## config.mk

```make
export PLATFORM = sky130hd
export DESIGN_NAME = spi_hold_gate
export DESIGN_NICKNAME = d
export VERILOG_FILES = /design/src/rtl/spi_hold_pkg.sv /design/src/rtl/hold_edge_detect.sv /design/src/rtl/hold_qualifier.sv /design/src/rtl/hold_output_gate.sv /design/src/rtl/spi_hold_gate.sv
export SDC_FILE = /design/constraint.sdc
export NUM_CORES = 1
export LEC_CHECK = 0
export BUFFER_PORTS_ARGS = -buffer_cell sky130_fd_sc_hd__buf_4
export CAP_MARGIN = 0
export CORE_AREA = 2 2 39 41
export DETAILED_ROUTE_END_ITERATION = 6
export DIE_AREA = 0 0 41 43
export GPL_TIMING_DRIVEN = 0
export PLACE_DENSITY = 0.33
export SYNTH_ARGS = -nofsm -noshare
export SYNTH_HDL_FRONTEND = slang
export SYNTH_SLANG_ARGS = --single-unit
```

## constraint.sdc

```tcl
create_clock -name clk -period 1.11 [get_ports clk]
set_input_delay 0.222 -clock clk [delete_from_list [all_inputs] [get_ports clk]]
set_output_delay 0.222 -clock clk [all_outputs]
set_load 0.01 [all_outputs]
```

## src/rtl/spi_hold_pkg.sv

```systemverilog
// Package: shared types for the SPI hold pause gate.
// Assumes nothing beyond being compiled first.
package spi_hold_pkg;

    // Pair of serial clock edge strobes, one system clock wide.
    typedef struct packed {
        logic rise;
        logic fall;
    } sck_edge_t;

    // Sampled level of the serial clock after reset.
    localparam logic SCK_RESET_LEVEL = 1'b0;

endpackage

```

## src/rtl/hold_edge_detect.sv

```systemverilog
// Module: hold_edge_detect
// Keeps the serial clock level from the previous system clock cycle and
// reports raw rise and fall edges of the present sample.
// Assumes sck is already synchronised to clk.
module hold_edge_detect
    import spi_hold_pkg::*;
(
    input  logic      clk,
    input  logic      rst_n,
    input  logic      sck,
    output sck_edge_t edge_raw
);

    logic sck_prev;

    // Remember the serial clock level of the previous cycle.
    always_ff @(posedge clk) begin
        if (!rst_n) sck_prev <= SCK_RESET_LEVEL;
        else        sck_prev <= sck;
    end

    // Compare the present sample with the stored level.
    always_comb begin
        edge_raw.rise = sck & ~sck_prev;
        edge_raw.fall = ~sck & sck_prev;
    end

endmodule

```

## src/rtl/hold_qualifier.sv

```systemverilog
// Module: hold_qualifier
// Tracks whether a transfer has started in the present selection, and
// accepts a change of the pause state only in cycles where sck is low.
// Assumes all inputs are synchronised to clk.
module hold_qualifier (
    input  logic clk,
    input  logic rst_n,
    input  logic cs_n,
    input  logic sck,
    input  logic hold_n,
    input  logic rise_pass,
    output logic paused
);

    logic started;

    // Note that the first rising strobe of this selection has reached the core.
    always_ff @(posedge clk) begin
        if (!rst_n || cs_n) started <= 1'b0;
        else if (rise_pass) started <= 1'b1;
    end

    // Follow the hold request only while sck is low and a transfer is underway.
    always_ff @(posedge clk) begin
        if (!rst_n || cs_n)      paused <= 1'b0;
        else if (!sck && started) paused <= ~hold_n;
    end

endmodule

```

## src/rtl/hold_output_gate.sv

```systemverilog
// Module: hold_output_gate
// Masks edge strobes, freezes serial data toward the core and releases
// the serial output while deselected or paused.
// Assumes the pause flag is a registered signal.
module hold_output_gate
    import spi_hold_pkg::*;
(
    input  logic      clk,
    input  logic      rst_n,
    input  logic      cs_n,
    input  logic      paused,
    input  sck_edge_t edge_raw,
    input  logic      si,
    input  logic      core_so,
    input  logic      core_so_en,
    output sck_edge_t edge_gated,
    output logic      si_core,
    output logic      so_data,
    output logic      so_oe
);

    logic si_last;
    logic pass;

    // Strobes and output drive are allowed only when selected and running.
    always_comb begin
        pass            = ~cs_n & ~paused;
        edge_gated.rise = edge_raw.rise & pass;
        edge_gated.fall = edge_raw.fall & pass;
        so_oe           = core_so_en & pass;
        so_data         = core_so;
        si_core         = paused ? si_last : si;
    end

    // Capture serial data every cycle until a pause begins.
    always_ff @(posedge clk) begin
        if (!rst_n)       si_last <= 1'b0;
        else if (!paused) si_last <= si;
    end

endmodule

```

## src/rtl/spi_hold_gate.sv

```systemverilog
// Module: spi_hold_gate (top)
// Pause gate between SPI pins and a slave core: converts sck into edge
// strobes, and on a qualified active-low hold freezes the core's view
// of the bus and tristates the serial output without resetting anything.
// Assumes pin inputs are synchronised to clk; no glitch filtering.
module spi_hold_gate
    import spi_hold_pkg::*;
(
    input  logic clk,
    input  logic rst_n,
    input  logic cs_n,
    input  logic sck,
    input  logic hold_n,
    input  logic si,
    input  logic core_so,
    input  logic core_so_en,
    output logic rise_en,
    output logic fall_en,
    output logic si_core,
    output logic hold_active,
    output logic so_data,
    output logic so_oe
);

    sck_edge_t edge_raw;
    sck_edge_t edge_gated;
    logic      paused;

    hold_edge_detect u_edge (
        .clk      (clk),
        .rst_n    (rst_n),
        .sck      (sck),
        .edge_raw (edge_raw)
    );

    hold_qualifier u_qual (
        .clk       (clk),
        .rst_n     (rst_n),
        .cs_n      (cs_n),
        .sck       (sck),
        .hold_n    (hold_n),
        .rise_pass (edge_gated.rise),
        .paused    (paused)
    );

    hold_output_gate u_gate (
        .clk        (clk),
        .rst_n      (rst_n),
        .cs_n       (cs_n),
        .paused     (paused),
        .edge_raw   (edge_raw),
        .si         (si),
        .core_so    (core_so),
        .core_so_en (core_so_en),
        .edge_gated (edge_gated),
        .si_core    (si_core),
        .so_data    (so_data),
        .so_oe      (so_oe)
    );

    // Drive the top-level outputs from the submodules.
    always_comb begin
        rise_en     = edge_gated.rise;
        fall_en     = edge_gated.fall;
        hold_active = paused;
    end

endmodule

```

**Yosys cells after proc, flatten, opt, wreduce, memory -nomap -nowiden**

Index checks and enable logic that the tools add are counted.

- Register bits: 4
- Bits of input ports: 8
- Output and inout bits: 6
- Logic and storage cells: 20

- Muxes and demuxes: 1
- Bitwise operators: 11
- Reductions and logical operators: 4

Operators with widths:

| operator | number |
|---|---|
| $and A1 B1 Y1 | 6 |
| $not A1 Y1 | 5 |
| $logic_not A1 Y1 | 2 |
| $logic_and A1 B1 Y1 | 1 |
| $logic_or A1 B1 Y1 | 1 |
| $mux W1 | 1 |

**Depth between registers and ports, before layout**

- Depth after elaboration: 3
- Mapped depth: 2
- Depth with buffers taken out: 2

**Hierarchy**

A second synthesis with hierarchy kept.

- Cell total of the unflattened synthesis: 21
- Area total of the unflattened synthesis: 197.7 µm²

Modules (own cells, without submodules):

| module | times used | cells an instance | area each (µm²) | seq. area each (µm²) |
|---|---|---|---|---|
| hold_qualifier | 1 | 9 | 85.1 | 40.0 |
| hold_output_gate | 1 | 8 | 73.8 | 20.0 |
| hold_edge_detect | 1 | 4 | 38.8 | 20.0 |

**Worst setup path after synthesis**

No wires, ideal clock.

- Path type: flip-flop to flip-flop
- Start point: register u_qual.paused
- End point: register u_gate.si_last
- Arrival time: 985 ps
- Data required time: 995 ps
- Setup slack: 10 ps
- Cell stages (with the launch flop): 3
- Path buffers: 0
- Cells stage by stage: dfxtp_1 mux2_2 and2_1

- Longest elaborated chain between the ends: 1

RTL lines:

| element | RTL line | source |
|---|---|---|
| start: declaration | hold_qualifier.sv:12 | `output logic paused` |
| start signal: assignment | hold_qualifier.sv:26 | `else if (!sck && started) paused <= ~hold_n;` |
| $mux W1 | n/a |  |
| named net si_core | spi_hold_gate.sv:19 | `output logic si_core,` |
| end signal: assignment | hold_output_gate.sv:38 | `else if (!paused) si_last <= si;` |
| end: declaration | hold_output_gate.sv:22 | `logic si_last;` |

The timed path passes the listed nets, and every way through them passes these cells.
A chain may end at the register's enable or synchronous reset.

**Worst setup path in the final report**

- Start point: register u_qual.paused
- End point: output port si_core

- Longest elaborated chain between the ends: 1

RTL lines:

| element | RTL line |
|---|---|
| $mux W1 | n/a |
| end: declaration | spi_hold_gate.sv:19 |

Every way passes these cells.

==> results.tsv <==
stage	metric	value	unit
worst_setup_path	required	890	ps
clocking	cts_buffers	3	
synth	synth_area_leaders	dfxtp_1 43%, nor4b_1 9.4%, and2_1 6.7%, nand2b_1 6.7%, mux2_2 6.0%	
clocking	cts.clk_slew.worst_paths	40	ps
synth	synth_cells	19	
placement	portBuffers	12	
synth	synth_nets	27	
drt	vias	193	
global_routing	grt_max_degree	8	
floorplanning	initial_utilization	0.135	
global_routing	antenna_found_initial	0	
clocking	cts.sinks	4	
worst_setup_path	worst-setup-path-type	reg2out	
worst_setup_path	r2r_start	u_qual.paused	
clocking	clock_path_buffers	2	
run_status	status	finished, violations left	
drt	routed_wl	464	microns
floorplanning	io_pins	14	
synth	ys_ff_latch	4	
clocking	cts_tree	done	
floorplanning	die_y	43	microns
cells_and_area	drive_gt1_frac	0.588	
drt	drt-initial-drc-count	0	
floorplanning	rows	14	
timing	fin_worst_skew	1.48	ps
clocking	clkLatencyLatePin	230	ps
synth	synth_top_area_share	0.430	
worst_hold_path	whs_endpoint	u_gate.si_last	
worst_setup_path	crit_fanout	7	
timing	setup_viol	4	
run	maxCapViolations	0	
timing	slew_violations	0	
timing	fmax	785	MHz
timing	final-hold-violation-count	0	
synth	yosysTopAreaCell	dfxtp_1	
floorplanning	core_area	1380	sq um
synth	ys_seq_area_frac	0.430	
drt	dr.pass1.iters	1	
placement	placed_cell_area	297	sq um
power_and_ir_drop	leakage	0.000151	uW
power_and_ir_drop	powerDensity	1150	nW/um^2
cells_and_area	design_area	343	sq um
cells_and_area	n_antenna_cell	0	
timing	rsz0062_at_grt	true	
global_routing	grt_pass1_vias	169	
synth	syn_avg_cell_area	9.81	sq um
global_routing	grt_util_all_layers	0.0703	
worst_setup_path	r2r_end	u_gate.si_last	
drt	wl_per_cell	9.28	microns
cells_and_area	instances_no_fill	50	
timing	period_share	1.15	
clocking	clockRootBuffer	clkbuf_4	
synth	yosysWarnings	0	
drt	drc	0	
run_status	violations	setup timing	
timing	setup_tns	-422	ps
timing	min_period	1270	ps
global_routing	grt.overflow.total	0	
global_routing	grt_pass1_wl	752	microns
drt	detail-route-antenna-nets	0	
worst_setup_path	reg2reg_depth	2	
placement	globalplace.congestion	0.627	
worst_setup_path	reg2reg_setup_slack	150	ps
worst_setup_path	cp.arrival	1050	ps
cells_and_area	syn_to_final_growth	83.9	%
cells_and_area	final_util	0.248	
clocking	h-tree-depth	1	
timing	worst_slew_pin_slew	214	ps
placement	dp.cells	47	
floorplanning	die_w	41	microns
clocking	post_cts_buffers	0	
worst_hold_path	min_delay_path_depth	2	
synth	netlist_area	186	sq um
worst_setup_path	endpoint_kind	output port	
timing	fin_ws	-164	ps
drt	post_drt_via_cell_ratio	3.86	
power_and_ir_drop	vdd_ir_drop_max	0.660	mV
worst_hold_path	min-delay-start	rst_n	
timing	maxSlewHeadroom	0.856	
worst_hold_path	hold_class	in2reg	
synth	synth_cell_types	12	
cells_and_area	nets	44	
worst_setup_path	worstSetupStartpointType	flop	
power_and_ir_drop	p_total	394	uW
floorplanning	fp.dieArea	1760	sq um
==> synth_stat cells <==
library cell and instances:
dfxtp_1 4, and2_1 2, inv_1 2, nand2b_1 2
nor4b_1 2, a211oi_1 1, a21oi_1 1, and3b_1 1
buf_4 1, mux2_2 1, nor3b_1 1, or3b_1 1
==> sequential cells by signal (all words and copies together), names as in the netlist <==
signal,flops
u_qual.started,1
u_gate.si_last,1
u_edge.sck_prev,1
u_qual.paused,1
==> layout by cell type (no fill, tap or decap) <==
cell type,count
nor3b_1,1
dfxtp_4,1
and3b_1,1
a21oi_1,1
and2_1,2
inv_1,2
or3b_1,1
nor4b_2,2
mux2_4,1
buf_6,1
a211oi_1,1
buf_4,12
clkbuf_4,3
dfxtp_1,3
nand2b_1,2
==> cell type report <==
cell class / count / area (sq um)
multi-input cells: 12 / 108
flip-flops and latches: 4 / 83.8
plain buffers: 1 / 7.51
fillers: 155 / 1040
inverters: 2 / 7.51
clock buffers: 3 / 22.5
well taps: 16 / 20.0
repair buffers: 12 / 93.8
==> routing by layer <==
layer  GRT usage  part of all wire
met2      0.0750              0.48
met3      0.0785              0.13
met4      0.0200                 0
met5           0                 0
met1      0.0900              0.39
==> through the flow <==
step           hold WS, ps  worst slack [ps]
6_report               217              -164
4_1_cts                215              -176
3_5_place_dp           458             -70.7
2_1_floorplan          344              10.1
3_3_place_gp           448             -72.5
5_1_grt                224              -206
==> power by group <==
part | switching [uW] | internal (uW)
sequential | 4.43 | 149
clock | 55.4 | 121
combinational | 22.0 | 42.1
total | 81.8 | 312
==> cell families (layout without fill, tap and decap cells) <==
family,after synthesis,after routing,share of synthesized area
buf+inv,3,18,0.0806
mux,1,1,0.0604
simple gates,9,9,0.362
compound gates,2,2,0.0671
flops,4,4,0.430
==> worst max-delay path: stages (launching register included) <==
cell	delay, ps
dfxtp_4	380
mux2_4	320
buf_6	120
==> worst max-delay path by stage <==
stage / endpoint / start / slack (ps)
after detailed placement: si_core / u_qual.paused / -70
final: si_core / u_qual.paused / -160
after CTS: si_core / u_qual.paused / -180
after global placement: si_core / u_qual.paused / -70
after floorplan: u_gate.si_last / u_qual.paused / 10
after global routing: si_core / u_qual.paused / -210
==> repair_timing <==
item                       in CTS  in global routing
setup endpoints to repair       4                  4
hold buffers                    0                  0
pin swaps                       1                  0
resized for setup               6                  0
No activity file was read; power rests on OpenSTA's default activity.
